$ cat config.mk
export PLATFORM = sky130hd
export DESIGN_NAME = spi_regport
export DESIGN_NICKNAME = d
export VERILOG_FILES = /design/src/rtl/spi_rp_pkg.sv /design/src/rtl/sync_chain.sv /design/src/rtl/frame_shifter.sv /design/src/rtl/reg_bus_ctl.sv /design/src/rtl/spi_regport.sv
export SDC_FILE = /design/constraint.sdc
export NUM_CORES = 1
export LEC_CHECK = 0
export BUFFER_PORTS_ARGS = -buffer_cell sky130_fd_sc_hd__buf_2
export CORE_MARGIN = 8
export CORE_UTILIZATION = 51
export DETAILED_ROUTE_END_ITERATION = 7
export PLACE_DENSITY = 0.75
export SETUP_SLACK_MARGIN = 0.2
export SYNTH_ARGS = -nofsm -noshare
export SYNTH_HDL_FRONTEND = slang
export SYNTH_SLANG_ARGS = --single-unit
$ cat constraint.sdc
create_clock -name clk -period 1.6 [get_ports clk]
set_clock_uncertainty 0.05 [all_clocks]
set_input_delay 0.16 -clock clk [delete_from_list [all_inputs] [get_ports clk]]
set_output_delay 0.16 -clock clk [all_outputs]
set_load 0.02 [all_outputs]
$ cat src/rtl/spi_rp_pkg.sv
// Shared frame geometry and address helper for the serial register port.
// Assumes a fixed word: direction flag, bank, offset, two spare bits, data byte.
package spi_rp_pkg;
    localparam int unsigned FRAME_W = 24;
    localparam int unsigned DATA_W  = 8;
    localparam int unsigned BANK_W  = 5;
    localparam int unsigned OFS_W   = 8;
    localparam int unsigned ADDR_W  = 16;
    localparam int unsigned HDR_W   = FRAME_W - DATA_W;
    localparam int unsigned SEL_W   = BANK_W + OFS_W;
    localparam logic [ADDR_W-1:0] REV_ADDR = 16'h1080;

    // Turns {bank, offset} into the internal bus address (bank in upper byte).
    function automatic logic [ADDR_W-1:0] sel_to_addr(input logic [SEL_W-1:0] sel);
        return ADDR_W'(sel);
    endfunction
endpackage

$ cat src/rtl/sync_chain.sv
// Multi-stage synchroniser for a bundle of slow asynchronous inputs.
// Assumes each input holds for several clk cycles; STAGES >= 1.
module sync_chain #(
    parameter int unsigned W       = 3,
    parameter int unsigned STAGES  = 2,
    parameter logic [W-1:0] RST_VAL = '0
) (
    input  logic         clk,
    input  logic         rst_n,
    input  logic [W-1:0] din,
    output logic [W-1:0] dout
);
    logic [STAGES-1:0][W-1:0] stg;

    // Shift the raw inputs through the flop chain.
    always_ff @(posedge clk) begin
        if (!rst_n) begin
            stg <= {STAGES{RST_VAL}};
        end else begin
            stg[0] <= din;
            for (int s = 1; s < STAGES; s++) begin
                stg[s] <= stg[s-1];
            end
        end
    end

    assign dout = stg[STAGES-1];
endmodule

$ cat src/rtl/frame_shifter.sv
// Receive and transmit shifters for one framed serial word (mode 0, MSB first).
// Assumes synchronised inputs; flags the header (16 bits) and the full word.
module frame_shifter
    import spi_rp_pkg::*;
(
    input  logic               clk,
    input  logic               rst_n,
    input  logic               sclk_s,
    input  logic               cs_s,
    input  logic               mosi_s,
    input  logic               load,
    input  logic [DATA_W-1:0]  load_data,
    output logic [FRAME_W-1:0] rx_word,
    output logic               hdr_stb,
    output logic               frm_stb,
    output logic               miso
);
    localparam int unsigned CNT_W = $clog2(FRAME_W + 1);
    localparam int unsigned PAD_W = FRAME_W - 1 - DATA_W;

    logic             sclk_q;
    logic [CNT_W-1:0] cnt;
    logic [FRAME_W-1:0] tx;
    logic             rise;
    logic             fall;

    assign rise = sclk_s & ~sclk_q & ~cs_s;
    assign fall = ~sclk_s & sclk_q & ~cs_s;

    // Remember the previous serial clock level for edge detection.
    always_ff @(posedge clk) begin
        if (!rst_n) sclk_q <= 1'b0;
        else        sclk_q <= sclk_s;
    end

    // Collect incoming bits, stopping once a full word has arrived.
    always_ff @(posedge clk) begin
        if (!rst_n || cs_s) begin
            cnt     <= '0;
            rx_word <= '0;
        end else if (rise && cnt != CNT_W'(FRAME_W)) begin
            rx_word <= {rx_word[FRAME_W-2:0], mosi_s};
            cnt     <= cnt + 1'b1;
        end
    end

    // Pulse once when the header and once when the whole word is complete.
    always_ff @(posedge clk) begin
        if (!rst_n) begin
            hdr_stb <= 1'b0;
            frm_stb <= 1'b0;
        end else begin
            hdr_stb <= rise && cnt == CNT_W'(HDR_W - 1);
            frm_stb <= rise && cnt == CNT_W'(FRAME_W - 1);
        end
    end

    // Response shifter: zeros, with read data placed to leave on the next falling edge.
    always_ff @(posedge clk) begin
        if (!rst_n || cs_s) tx <= '0;
        else if (load)      tx <= {1'b0, load_data, {PAD_W{1'b0}}};
        else if (fall)      tx <= {tx[FRAME_W-2:0], 1'b0};
    end

    assign miso = tx[FRAME_W-1];
endmodule

$ cat src/rtl/reg_bus_ctl.sv
// Decodes a received word into register-bus strobes and picks the read response.
// Assumes hdr_stb and frm_stb never coincide; the revision register is local.
module reg_bus_ctl
    import spi_rp_pkg::*;
#(
    parameter logic [DATA_W-1:0] REV_CODE = 8'h10
) (
    input  logic               clk,
    input  logic               rst_n,
    input  logic [FRAME_W-1:0] rx_word,
    input  logic               hdr_stb,
    input  logic               frm_stb,
    input  logic [DATA_W-1:0]  bus_rdata,
    input  logic               bus_hit,
    output logic [ADDR_W-1:0]  bus_addr,
    output logic [DATA_W-1:0]  bus_wdata,
    output logic               bus_wr,
    output logic               bus_rd,
    output logic               load,
    output logic [DATA_W-1:0]  load_data
);
    logic [ADDR_W-1:0] hdr_addr;
    logic [ADDR_W-1:0] frm_addr;

    // At header time the word holds 16 bits; at frame time it holds all 24.
    assign hdr_addr = sel_to_addr(rx_word[HDR_W-2 -: SEL_W]);
    assign frm_addr = sel_to_addr(rx_word[FRAME_W-2 -: SEL_W]);

    // Issue read strobe after the header and write strobe after the full word.
    always_ff @(posedge clk) begin
        if (!rst_n) begin
            bus_addr  <= '0;
            bus_wdata <= '0;
            bus_wr    <= 1'b0;
            bus_rd    <= 1'b0;
        end else begin
            bus_wr <= 1'b0;
            bus_rd <= 1'b0;
            if (hdr_stb && rx_word[HDR_W-1]) begin
                bus_rd   <= 1'b1;
                bus_addr <= hdr_addr;
            end
            if (frm_stb && !rx_word[FRAME_W-1]) begin
                bus_wr    <= (frm_addr != REV_ADDR);
                bus_addr  <= frm_addr;
                bus_wdata <= rx_word[DATA_W-1:0];
            end
        end
    end

    // Select the byte to return: revision code, claimed bank data, or zero.
    always_comb begin
        load = bus_rd;
        if (bus_addr == REV_ADDR) load_data = REV_CODE;
        else if (bus_hit)         load_data = bus_rdata;
        else                      load_data = '0;
    end
endmodule

$ cat src/rtl/spi_regport.sv
// Top of the serial register port: synchroniser, word shifter, bus decoder.
// Assumes clk runs at least ~8x faster than sclk so each half period spans the sync delay.
module spi_regport
    import spi_rp_pkg::*;
#(
    parameter logic [7:0]  REV_CODE    = 8'h10,
    parameter int unsigned SYNC_STAGES = 2
) (
    input  logic        clk,
    input  logic        rst_n,
    input  logic        sclk,
    input  logic        cs_n,
    input  logic        mosi,
    output logic        miso,
    output logic [15:0] bus_addr,
    output logic [7:0]  bus_wdata,
    output logic        bus_wr,
    output logic        bus_rd,
    input  logic [7:0]  bus_rdata,
    input  logic        bus_hit
);
    logic               sclk_s;
    logic               cs_s;
    logic               mosi_s;
    logic [FRAME_W-1:0] rx_word;
    logic               hdr_stb;
    logic               frm_stb;
    logic               load;
    logic [DATA_W-1:0]  load_data;

    sync_chain #(
        .W       (3),
        .STAGES  (SYNC_STAGES),
        .RST_VAL (3'b010)
    ) i_sync (
        .clk   (clk),
        .rst_n (rst_n),
        .din   ({sclk, cs_n, mosi}),
        .dout  ({sclk_s, cs_s, mosi_s})
    );

    frame_shifter i_shift (
        .clk       (clk),
        .rst_n     (rst_n),
        .sclk_s    (sclk_s),
        .cs_s      (cs_s),
        .mosi_s    (mosi_s),
        .load      (load),
        .load_data (load_data),
        .rx_word   (rx_word),
        .hdr_stb   (hdr_stb),
        .frm_stb   (frm_stb),
        .miso      (miso)
    );

    reg_bus_ctl #(
        .REV_CODE (REV_CODE)
    ) i_ctl (
        .clk       (clk),
        .rst_n     (rst_n),
        .rx_word   (rx_word),
        .hdr_stb   (hdr_stb),
        .frm_stb   (frm_stb),
        .bus_rdata (bus_rdata),
        .bus_hit   (bus_hit),
        .bus_addr  (bus_addr),
        .bus_wdata (bus_wdata),
        .bus_wr    (bus_wr),
        .bus_rd    (bus_rd),
        .load      (load),
        .load_data (load_data)
    );
endmodule

==> summary.txt, run 1 <==
Setup path
  – Slowest Stage Delay on Critical Path: 0.34 ns
  – Worst path bufs/invs: 2
  – Crit path cell chain: inv_2 -> ha_2 -> and4b_1 -> buf_12 -> o21ai_0 -> a21oi_1
  – Worst-path fanout max: 26
  – Worst Setup Path Type: flop to flop
  – Worst EP required: approximately 1.8 ns
  – Worst setup SP type: flop
  – Crit path DAT: 1.70 ns
  – CP top delay family: flip-flops
  – Crit end category: flop
  – Slowest CP cell: dfxtp_2

Logic synthesis
  – Synth area leader: dfxtp_1
  – Commonest register cell after synthesis: dfxtp_1
  – Post-synthesis cell type count: 41
  – Top-count cell post-synth: dfxtp_1
  – Post-Syn Instances: 347
  – Most common library cells after synthesis: dfxtp_1, nand2_1, a21oi_1
  – Post-synthesis cell area: roughly 3000 µm²
  – Ranking of synthesized cells by area: dfxtp_1, a21oi_1, nand2_1, o21ai_0, nand3_1
  – Register area share after synthesis: a little under half
  – Mean Syn Cell Area: 8.49 µm²
  – Yosys top cell area share: a little under half
  – Ys async rst share: 0%
  – Yosys reg bits: 70
  – Yosys warns: 0
  – Post-synth EDFFs: 0

Clock tree
  – Clk buf depth: 2
  – CTS Root Cell: clkbuf_8
  – Num CTS Buffers: 9
  – H-tree levels: 3
  – Clk slew on worst S/H paths: roughly 0.080 ns
  – Sink Count: 70
  – Clk_lat worst skew: 0.35 ns
  – TritonCTS clock tree: done

Global routing
  – Grt ovf: 0
  – GRT met2 Usage: 26.3%
  – Met3 GRT Util: 4.97%
  – GR Util All Layers: 16.4%
  – Grt met1 use: between 10% and 20%
  – Antenna violations before repair: 0
  – First-pass GRT wire length: 11.6 mm
  – Global routing's busiest layer: met2
  – Vias in the first global route: 2472
  – Pin count of the biggest net entering global routing: 34

Floorplanning
  – Core Box Area: 5540 µm²
  – Die area: about 8500 µm²
  – Num ports: 41
  – Initial Utilization: 53.2%
  – Core Rows: 27
  – Chip height: a little over 90 µm
  – Chip width: a little over 90 µm

STA
  – Final Hold Fails: 0
  – RSZ-0062 raised after global routing: true
  – Max Slew Vio Count: 0
  – Min Tclk post-route: 1.50 ns
  – Final setup TNS: 0 ns
  – Crit share post-route: between 90% and 100%
  – Hold slack: roughly 0.027 ns
  – Final setup fails: 0
  – Max Clock Freq: 668 MHz
  – Final setup margin: 0.104 ns

Routing
  – Detail Route Antenna Nets: 0
  – Via Count: 2764
  – Via/cell ratio: between 5 and 6
  – Avg WL per Cell: 16.4 µm
  – Final wirelength: 7.64 mm
  – DRC violations left: 0
  – DRT Pass-1 Iters: 4
  – Iteration-0 DRC Markers: 215

Pwr
  – P per Cell Area: 979 nW/µm²
  – Peak supply drop: ~0.00058 V
  – Design Power: approximately 3.6 mW
  – Lkg Pwr: 1.28 nW

Finish
  – Area Overhead vs Synth: 26.4%
  – FF+latch area: 1410 µm²
  – Fraction of layout cells with a size suffix above 1: between 20% and 30%
  – Final std cells w/o fill: 465
  – Final #Nets: 405
  – Multi-input gate area: 1470 µm²
  – Antenna diodes: 0
  – # fillers: 440

Placement
  – Placed Cells: 438
  – Placer Congestion: 0.835
  – IO buf count: 37
  – Pre-CTS WS: around 0.1 ns
  – Hpwl dp: between 4 and 5 mm

Outcome
  – Status: finished, final reports clean

Run
  – Max_cap viols: 0

Min path
  – Hold crit path type: input pin to flop
==> cells by family after synthesis <==
logic type / synth area share [%]
adders and majority gates: 1.27
AOI/OAI and AO/OA: 19.1
other: 0.127
muxes: 0.722
buffers and inverters: 6.41
and+or+nand+nor: 24.8
DFF: 47.6
==> cells in the final DEF, fill, tap and decap left out, drive strengths merged, types with 7 or more instances in the layout <==
master and instances:
dfxtp 70, buf 59, nand2 44, a21oi 37
o21ai 37, nand3 27, nor3 17, a311oi 13
clkbuf 13, nand4 8, and2 7, or4b 7
==> final timing paths <==
path	from	slack [ns]	endpoint	depth (start not counted)
hold / removal	bus_rdata[3]	0.03	i_shift.tx[18]$_SDFFE_PP0P_	3
setup reg to reg	i_shift.cnt[0]$_SDFFE_PP0P_	0.10	i_shift.rx_word[14]$_SDFFE_PP0P_	6
setup / recovery	i_shift.cnt[0]$_SDFFE_PP0P_	0.10	i_shift.rx_word[14]$_SDFFE_PP0P_	6
hold reg to reg	i_sync.stg[1]$_SDFF_PN1_	0.38	i_sync.dout[1]$_SDFF_PN1_	1
==> per-stage QoR <==
| stage | utilization [%] | instance area (µm²) |
|---|---|---|
| finish | 67.2 | 3720 |
| global route | 67.2 | 3720 |
| CTS | 63.7 | 3530 |
| detailed placement | 58.1 | 3220 |
| global placement | 58.1 | 3220 |
| floorplan | - | 2980 |
==> timing repair <==
| action | CTS | global route |
|---|---|---|
| pin swaps | 0 | 1 |
| buffers inserted | 1 | 2 |
| resized for setup | 8 | 25 |
| cloned | 0 | 5 |
| hold buffers | 3 | 0 |
| setup endpoints to repair | 36 | 39 |
| hold endpoints to repair | 3 | 0 |
==> cell type report <==
class | count | share of cell area (%)
clock buffer | 11 | 4.06
timing repair buffer | 64 | 12.8
tap | 72 | 2.42
inverter | 6 | 0.605
multi-input combinational | 237 | 39.4
clock inverter | 5 | 2.82
sequential | 70 | 37.8
==> sequential cells by signal (all words and copies together) (netlist names) <==
| signal | flops |
|---|---|
| i_ctl.bus_wdata | 8 |
| i_sync.dout | 3 |
| i_ctl.bus_wr | 1 |
| i_shift.cnt | 5 |
| i_ctl.bus_rd | 1 |
| i_shift.tx | 9 |
| i_ctl.bus_addr | 13 |
| i_shift.frm_stb | 1 |
| i_sync.stg | 3 |
| i_shift.sclk_q | 1 |
| i_shift.hdr_stb | 1 |
| i_shift.rx_word | 24 |
==> worst min-delay path, cell delays in order <==
cell and delay, ns:
buf_2 0.09, nand4_1 0.08, o21ai_1 0.05
==> per-layer routing <==
metal / vias up / routed length (µm) / share of wire [%]
li1: 1333 / - / -
met1: 1326 / 3240 / 42
met2: 91 / 3750 / 49
met3: 14 / 521 / 6.8
met4: 0 / 119 / 1.6
met5: - / 0 / 0
==> power breakdown <==
group	internal, mW	switching [mW]	total [mW]	leakage (nW)
combinational	0.0423	0.0551	0.0975	0.588
sequential	1.75	0.00470	1.75	0.567
clock	1.12	0.673	1.79	0.122
No activity file was read; power rests on OpenSTA's default activity.
==> inputs of run 2 (changes only) <==
- BUFFER_PORTS_ARGS: -buffer_cell sky130_fd_sc_hd__buf_2 -> -buffer_cell sky130_fd_sc_hd__buf_4
- CELL_PAD_IN_SITES_DETAIL_PLACEMENT: unset -> 1
- CELL_PAD_IN_SITES_GLOBAL_PLACEMENT: unset -> 1
- CORE_UTILIZATION: 51 -> 38
- CTS_BUF_LIST: unset -> sky130_fd_sc_hd__clkbuf_4 sky130_fd_sc_hd__clkbuf_8 sky130_fd_sc_hd__clkbuf_16
- PLACE_DENSITY: 0.75 -> unset
- PLACE_DENSITY_LB_ADDON: unset -> 0.1
==> run 2 against run 1 <==
Against the previous run:
- sequential share of layout area decreased by 5.2 points
- final area rose by 17%
- via count up 3.2%
- total power shrank 2.8%
- first-iteration DRC count down 34%
- routed wire length rose by 28%
- utilization down 9.7 points
- combinational power grew 33%
- clock-buffer cell count is the same
- register-to-register slack hardly changed
- largest power group is now sequential cells
- highest routed layer unchanged
==> summary.txt, run 2 (same netlist as run 1, synthesis figures left out) <==
Floorplanning
  – Core Box Area: 7610 µm² (was 5540 µm²)
  – Chip height: 104 µm (was 92.0 µm)
  – Core Rows: 32 (was 27)
  – Chip width: 104 µm (was 92.0 µm)
  – Initial Utilization: 38.7% (was 53.2%)
  – Die area: 10800 µm² (was 8470 µm²)
  – Num ports: 41 (unchanged)

Min path
  – Hold path depth: 2 (was 3)
  – Worst hold start: rst_n (was bus_rdata[3])
  – Hold endpoint: i_sync.stg[1]$_SDFF_PN1_ (was i_shift.tx[18]$_SDFFE_PP0P_)
  – Hold crit path type: input pin to flop (unchanged)

Finish
  – Multi-input gate area: 1840 µm² (was 1470 µm²)
  – Post-route cell area: 4370 µm² (was 3720 µm²)
  – Commonest non-fill, non-tap cell in the layout: dfxtp_1 (unchanged)
  – Final #Nets: 417 (was 405)
  – # fillers: 849 (was 440)
  – Max reg flops: 24 (unchanged)
  – Fraction of layout cells with a size suffix above 1: 44.2% (was 27.5%)
  – Final std cells w/o fill: 507 (was 465)
  – Largest register by flop count: i_shift.rx_word (unchanged)
  – FF+latch area: 1430 µm² (was 1410 µm²)
  – Most frequent cells in the layout: dfxtp_1, buf_4, nand2_1 (was dfxtp_1, nand2_1, buf_2)
  – Area Overhead vs Synth: 48.5% (was 26.4%)
  – Antenna diodes: 0 (unchanged)
  – Largest regs: i_shift.rx_word: 24 flops, i_ctl.bus_addr: 13 flops, i_shift.tx: 9 flops (unchanged)

Setup path
  – Crit path DAT: 1.73 ns (was 1.70 ns)
  – Most Frequent Cell on Critical Path: buf_6
  – CP top delay family: buffers and inverters (was flip-flops)
  – Crit path cell chain: buf_6 -> buf_6 -> nor3b_4 -> buf_6 -> buf_12 -> nand3_4 -> a21oi_2 (was inv_2 -> ha_2 -> and4b_1 -> buf_12 -> o21ai_0 -> a21oi_1)
  – Crit end category: flop (unchanged)
  – Worst path bufs/invs: 4 (was 2)
  – Reg2Reg Depth: 7 (was 6)
  – Worst EP required: 1.83 ns (was 1.81 ns)
  – Worst setup SP type: flop (unchanged)
  – Worst r2r src: i_sync.dout[1]$_SDFF_PN1_ (was i_shift.cnt[0]$_SDFFE_PP0P_)
  – FF-to-FF End: i_shift.rx_word[12]$_SDFFE_PP0P_ (was i_shift.rx_word[14]$_SDFFE_PP0P_)
  – Slowest CP cell: dfxtp_4 (was dfxtp_2)
  – Slowest Stage Delay on Critical Path: 0.37 ns (was 0.34 ns)
  – Worst-path fanout max: 6 (was 26)
  – Reg2Reg Setup Slack: 0.1 ns (was 0.10 ns)
  – Worst Setup Path Type: flop to flop (unchanged)

Routing
  – DRC violations left: 0 (unchanged)
  – Via/cell ratio: 5.63 (was 5.94)
  – Avg WL per Cell: 19.2 µm (was 16.4 µm)
  – DRT Pass-1 Iters: 4 (unchanged)
  – Iteration-0 DRC Markers: 142 (was 215)
  – Detail Route Antenna Nets: 0 (unchanged)
  – Final wirelength: 9.76 mm (was 7.64 mm)
  – Via Count: 2852 (was 2764)

Global routing
  – Vias in the first global route: 2932 (was 2472)
  – First-pass GRT wire length: 14.6 mm (was 11.6 mm)
  – Antenna violations before repair: 0 (unchanged)
  – Pin count of the biggest net entering global routing: 34 (unchanged)
  – GR Util All Layers: 16.2% (was 16.4%)
  – Grt ovf: 0 (unchanged)

Placement
  – DP Area: 3390 µm² (was 3220 µm²)
  – Pre-CTS WS: 0.0576 ns (was 0.0986 ns)
  – Placed Cells: 472 (was 438)
  – Placer Congestion: 0.781 (was 0.835)
  – Hpwl dp: 5.42 mm (was 4.47 mm)
  – IO buf count: 37 (unchanged)

Pwr
  – Lkg Pwr: 1.39 nW (was 1.28 nW)
  – Peak supply drop: 0.000395 V (was 0.000584 V)
  – P per Cell Area: 810 nW/µm² (was 979 nW/µm²)

STA
  – Min Tclk post-route: 1.50 ns (about the same)
  – RSZ-0062 raised after global routing: true (unchanged)
  – Final setup TNS: 0 ns (unchanged)
  – Final Hold Fails: 0 (unchanged)
  – Max Clock Freq: 666 MHz (was 668 MHz)
  – Final setup fails: 0 (unchanged)
  – Crit share post-route: 93.8% (was 93.5%)
  – Max Slew Vio Count: 0 (unchanged)
  – Final setup margin: 0.0989 ns (was 0.104 ns)

Clock tree
  – Clk buf depth: 2 (unchanged)
  – Sink Count: 70 (unchanged)
  – Num CTS Buffers: 9 (unchanged)
  – H-tree levels: 3 (unchanged)
  – TritonCTS clock tree: done (unchanged)
  – CTS Root Cell: clkbuf_8 (unchanged)
  – Clk slew on worst S/H paths: 0.08 ns (about the same)
  – Clk_lat worst skew: 0.35 ns (about the same)

Run
  – Max_cap viols: 0 (unchanged)

Outcome
  – Status: finished, final reports clean (unchanged)
run 2: layout make-up:
class,count,area share (%)
clock inverters,5,1.86
flip-flops and latches,70,32.6
multi-input cells,237,42.0
repair buffers,76,16.7
clock buffers,11,3.46
inverters,6,0.515
well taps,102,2.92
run 2: metal layers:
metal / global-route usage [%] / part of all wire [%] / up-vias
li1: - / - / 1365
met1: 19.0 / 43 / 1411
met2: 28.2 / 52 / 56
met3: 3.28 / 3.4 / 20
met4: 6.20 / 1.9 / 0
met5: 0 / 0 / -
run 2: worst max-delay path by stage:
stage                                start                                to  slack [ns]  depth (start not counted)
6_report         i_sync.dout[1]$_SDFF_PN1_  i_shift.rx_word[12]$_SDFFE_PP0P_         0.1                          7
5_1_grt          i_sync.dout[1]$_SDFF_PN1_  i_shift.rx_word[12]$_SDFFE_PP0P_        0.04                          7
4_1_cts          i_shift.sclk_q$_SDFF_PN0_       i_shift.cnt[2]$_SDFFE_PP0P_        0.11                          3
3_5_place_dp     i_sync.dout[1]$_SDFF_PN1_       i_shift.cnt[2]$_SDFFE_PP0P_        0.06                          3
3_3_place_gp     i_sync.dout[1]$_SDFF_PN1_       i_shift.cnt[2]$_SDFFE_PP0P_        0.10                          3
2_1_floorplan  i_shift.cnt[0]$_SDFFE_PP0P_       i_shift.cnt[2]$_SDFFE_PP0P_        0.13                          6
run 2: report_power, final:
part	total, mW	internal [mW]	switching, mW
Combinational	0.130	0.0618	0.0685
Clock	1.67	0.963	0.705
Sequential	1.75	1.74	0.00439
Total	3.54	2.77	0.777
run 2: what timing repair did:
item | 4_1_cts | 5_1_grt
resized for setup | 32 | 112
buffers inserted | 6 | 6
gates cloned | 1 | 3
pin swaps | 3 | 29
setup endpoints to repair | 36 | 46
hold buffers | 3 | 0
hold endpoints to repair | 3 | 0
run 2: metrics by stage:
step	hold slack (ns)	total power [mW]	utilization, %
2_1_floorplan	0.211	1.85	-
3_3_place_gp	0.294	1.88	44.6
3_5_place_dp	0.313	1.89	44.6
4_1_cts	0.0237	3.54	50.4
5_1_grt	0.0335	3.65	57.5
6_report	0.0217	3.54	57.5
==> inputs of run 3 (changes only) <==
- CORE_UTILIZATION: 38 -> 39
- GPL_TIMING_DRIVEN: unset -> 0
- SYNTH_HIERARCHICAL: unset -> 1
==> run 3 against run 2 <==
Against the previous run:
- sequential power is essentially flat
- synthesized area shrank 2.0%
- worst hold slack gained 0.014 ns
- critical path depth shrank 1
- sequential share of layout area grew 4.4 points
- total power shrank 9.4%
- sequential cell count is the same
- final area shrank 12%
- critical path type unchanged
==> summary.txt, run 3 <==
Logic synthesis
  – Post-Syn Instances: 318 (was 347)
  – Post-synth EDFFs: 0 (unchanged)
  – Yosys reg bits: 70 (unchanged)
  – Register area share after synthesis: 48.5% (was 47.6%)
  – Post-synthesis cell type count: 35 (was 41)
  – Ys async rst share: 0% (unchanged)
  – Yosys top cell area share: 48.5% (was 47.6%)
  – Post-synthesis cell area: 2890 µm² (was 2950 µm²)
  – Synth area leader: dfxtp_1 (unchanged)
  – Top-count cell post-synth: dfxtp_1 (unchanged)
  – Yosys warns: 6 (was 0)
  – Commonest register cell after synthesis: dfxtp_1 (unchanged)
  – Ranking of synthesized cells by area: dfxtp_1, mux2i_1, nand2_1, a21oi_1, o21ai_0 (was dfxtp_1, a21oi_1, nand2_1, o21ai_0, nand3_1)
  – Mean Syn Cell Area: 9.08 µm² (was 8.49 µm²)
  – Most common library cells after synthesis: dfxtp_1, nand2_1, mux2i_1 (was dfxtp_1, nand2_1, a21oi_1)

STA
  – Min Tclk post-route: 1.57 ns (was 1.50 ns)
  – Final setup TNS: 0 ns (unchanged)
  – Crit share post-route: 98.2% (was 93.8%)
  – Max Clock Freq: 637 MHz (was 666 MHz)
  – Hold slack: 0.0355 ns (was 0.0217 ns)
  – Final Hold Fails: 0 (unchanged)
  – RSZ-0062 raised after global routing: true (unchanged)
  – Max Slew Vio Count: 0 (unchanged)
  – Final setup fails: 0 (unchanged)

Finish
  – Commonest non-fill, non-tap cell in the layout: nand2_1 (was dfxtp_1)
  – Fraction of layout cells with a size suffix above 1: 32.1% (was 44.2%)
  – Post-route cell area: 3830 µm² (was 4370 µm²)
  – Area Overhead vs Synth: 32.7% (was 48.5%)
  – Most frequent cells in the layout: nand2_1, dfxtp_1, buf_4 (was dfxtp_1, buf_4, nand2_1)
  – Max reg flops: 24 (unchanged)
  – Largest regs: i_shift/rx_word: 24 flops, i_ctl/bus_addr: 13 flops, i_shift/tx: 9 flops (was i_shift.rx_word: 24 flops, i_ctl.bus_addr: 13 flops, i_shift.tx: 9 flops)
  – Largest register by flop count: i_shift/rx_word (was i_shift.rx_word)
  – # fillers: 844 (was 849)
  – Antenna diodes: 0 (unchanged)
  – Final std cells w/o fill: 489 (was 507)
  – Final #Nets: 402 (was 417)

Run
  – Max_cap viols: 0 (unchanged)

Global routing
  – Global routing's busiest layer: met2 (unchanged)
  – GR Util All Layers: 15.8% (was 16.2%)
  – Vias in the first global route: 2505 (was 2932)
  – Grt met1 use: 20.0% (was 19.0%)
  – Pin count of the biggest net entering global routing: 14 (was 34)
  – GRT met2 Usage: 24.9% (was 28.2%)
  – Grt ovf: 0 (unchanged)
  – Antenna violations before repair: 0 (unchanged)
  – First-pass GRT wire length: 12.7 mm (was 14.6 mm)
  – Met3 GRT Util: 4.50% (was 3.28%)

Floorplanning
  – Die area: 10400 µm² (was 10800 µm²)
  – Initial Utilization: 40.0% (was 38.7%)
  – Chip width: 102 µm (was 104 µm)
  – Core Rows: 31 (was 32)
  – Chip height: 102 µm (was 104 µm)
  – Num ports: 41 (unchanged)
  – Core Box Area: 7210 µm² (was 7610 µm²)

Routing
  – Via/cell ratio: 5.14 (was 5.63)
  – Iteration-0 DRC Markers: 94 (was 142)
  – DRT Pass-1 Iters: 4 (unchanged)
  – Detail Route Antenna Nets: 0 (unchanged)
  – Via Count: 2515 (was 2852)
  – Final wirelength: 7.99 mm (was 9.76 mm)
  – Avg WL per Cell: 16.3 µm (was 19.2 µm)
  – DRC violations left: 0 (unchanged)

Setup path
  – Worst-path fanout max: 6 (unchanged)
  – Worst Setup Path Type: flop to flop (unchanged)
  – Worst setup SP type: flop (unchanged)
  – Crit end category: flop (unchanged)
  – Crit path DAT: 1.79 ns (was 1.73 ns)
  – Worst EP required: 1.82 ns (was 1.83 ns)

Clock tree
  – CTS Root Cell: clkbuf_8 (unchanged)
  – Sink Count: 70 (unchanged)
  – Clk_lat worst skew: 0.35 ns (about the same)
  – H-tree levels: 3 (unchanged)
  – Clk slew on worst S/H paths: 0.07 ns (was 0.08 ns)
  – TritonCTS clock tree: done (unchanged)
  – Num CTS Buffers: 9 (unchanged)
  – Clk buf depth: 2 (unchanged)

Placement
  – Hpwl dp: 5.46 mm (was 5.42 mm)
  – Placer Congestion: 0.764 (was 0.781)
  – IO buf count: 37 (unchanged)
  – Placed Cells: 456 (was 472)
  – DP Area: 3320 µm² (was 3390 µm²)

Pwr
  – P per Cell Area: 837 nW/µm² (was 810 nW/µm²)
  – Lkg Pwr: 1.46 nW (was 1.39 nW)
  – Peak supply drop: 0.000471 V (was 0.000395 V)

Outcome
  – Status: finished, final reports clean (unchanged)

Min path
  – Hold crit path type: input pin to flop (unchanged)
-- run 3: changes by cell type after synthesis, moves of 9 or more --
| cell | delta |
|---|---|
| mux2i_1 | +30 |
| nand3_1 | -23 |
| nand2_1 | +18 |
| clkbuf_1 | -14 |
| nor3_1 | -13 |
| o31ai_1 | +13 |
| a311oi_1 | -12 |
| o21ai_0 | -9 |
-- run 3: worst max-delay path: stages (launching register included) --
cell and delay, ns:
dfxtp_1 0.31, buf_6 0.12, or3b_4 0.40, nor2_4 0.14, buf_12 0.14, buf_4 0.14
mux2i_1 0.19
-- run 3: routing by layer --
metal,vias up,wire length (µm)
li1,1243,-
met1,1214,3760
met2,48,3690
met3,10,407
met4,0,125
met5,-,0
-- run 3: worst paths after layout --
check,startpoint,end,slack [ns],cells past startpoint
hold reg to reg,i_sync/stg[1]$_SDFF_PN1_,i_sync/dout[1]$_SDFF_PN1_,0.36,1
setup reg to reg,i_sync/dout[1]$_SDFF_PN1_,i_shift/rx_word[1]$_SDFFE_PP0P_,0.03,6
setup / recovery,i_sync/dout[1]$_SDFF_PN1_,i_shift/rx_word[1]$_SDFFE_PP0P_,0.03,6
hold / removal,rst_n,i_sync/dout[1]$_SDFF_PN1_,0.04,2
-- run 3: area by class of cell --
type                            count  area (µm²)  share of cell area (%)
Clock inverter                      5        33.8                   0.881
Inverter                            6        22.5                   0.588
Timing Repair Buffer               54         464                    12.1
Multi-Input combinational cell    219        1440                    37.5
Clock buffer                       11         151                    3.95
Buffer                             25         181                    4.73
Sequential cell                    70        1420                    37.0
Tap cell                           99         124                    3.23
-- run 3: repair_timing --
item                                   in CTS  in global routing
setup buffers                               8                  4
hold buffers                                3                  0
pin swaps                                  18                 10
endpoints found under the hold margin       3                  0
setup endpoints to repair                  40                 46
resized for setup                          22                 24
gates cloned                                0                  2
-- run 3: cell families (layout without fill, tap and decap cells) --
logic type,after synthesis,in the layout,share of synthesized area (%)
compound gates,70,70,13.5
fa+ha+maj,3,3,1.30
buf+inv,31,101,5.89
flops,70,70,48.5
mux,31,31,10.7
other cells,1,3,0.130
simple gates,112,112,19.9
-- run 3: metrics by stage --
step | power (mW) | setup slack, ns | utilization (%)
floorplan | 1.85 | 0.0920 | -
global placement | 1.89 | -0.216 | 46.0
detailed placement | 1.89 | -0.253 | 46.0
CTS | 3.24 | 0.0572 | 50.7
global route | 3.35 | -0.0195 | 53.1
finish | 3.21 | 0.0295 | 53.1
-- run 3: where the power goes --
| group | internal, mW | switching, mW | total (mW) |
|---|---|---|---|
| combinational | 0.0684 | 0.0565 | 0.125 |
| clock | 0.644 | 0.689 | 1.33 |
| sequential | 1.75 | 0.00249 | 1.75 |
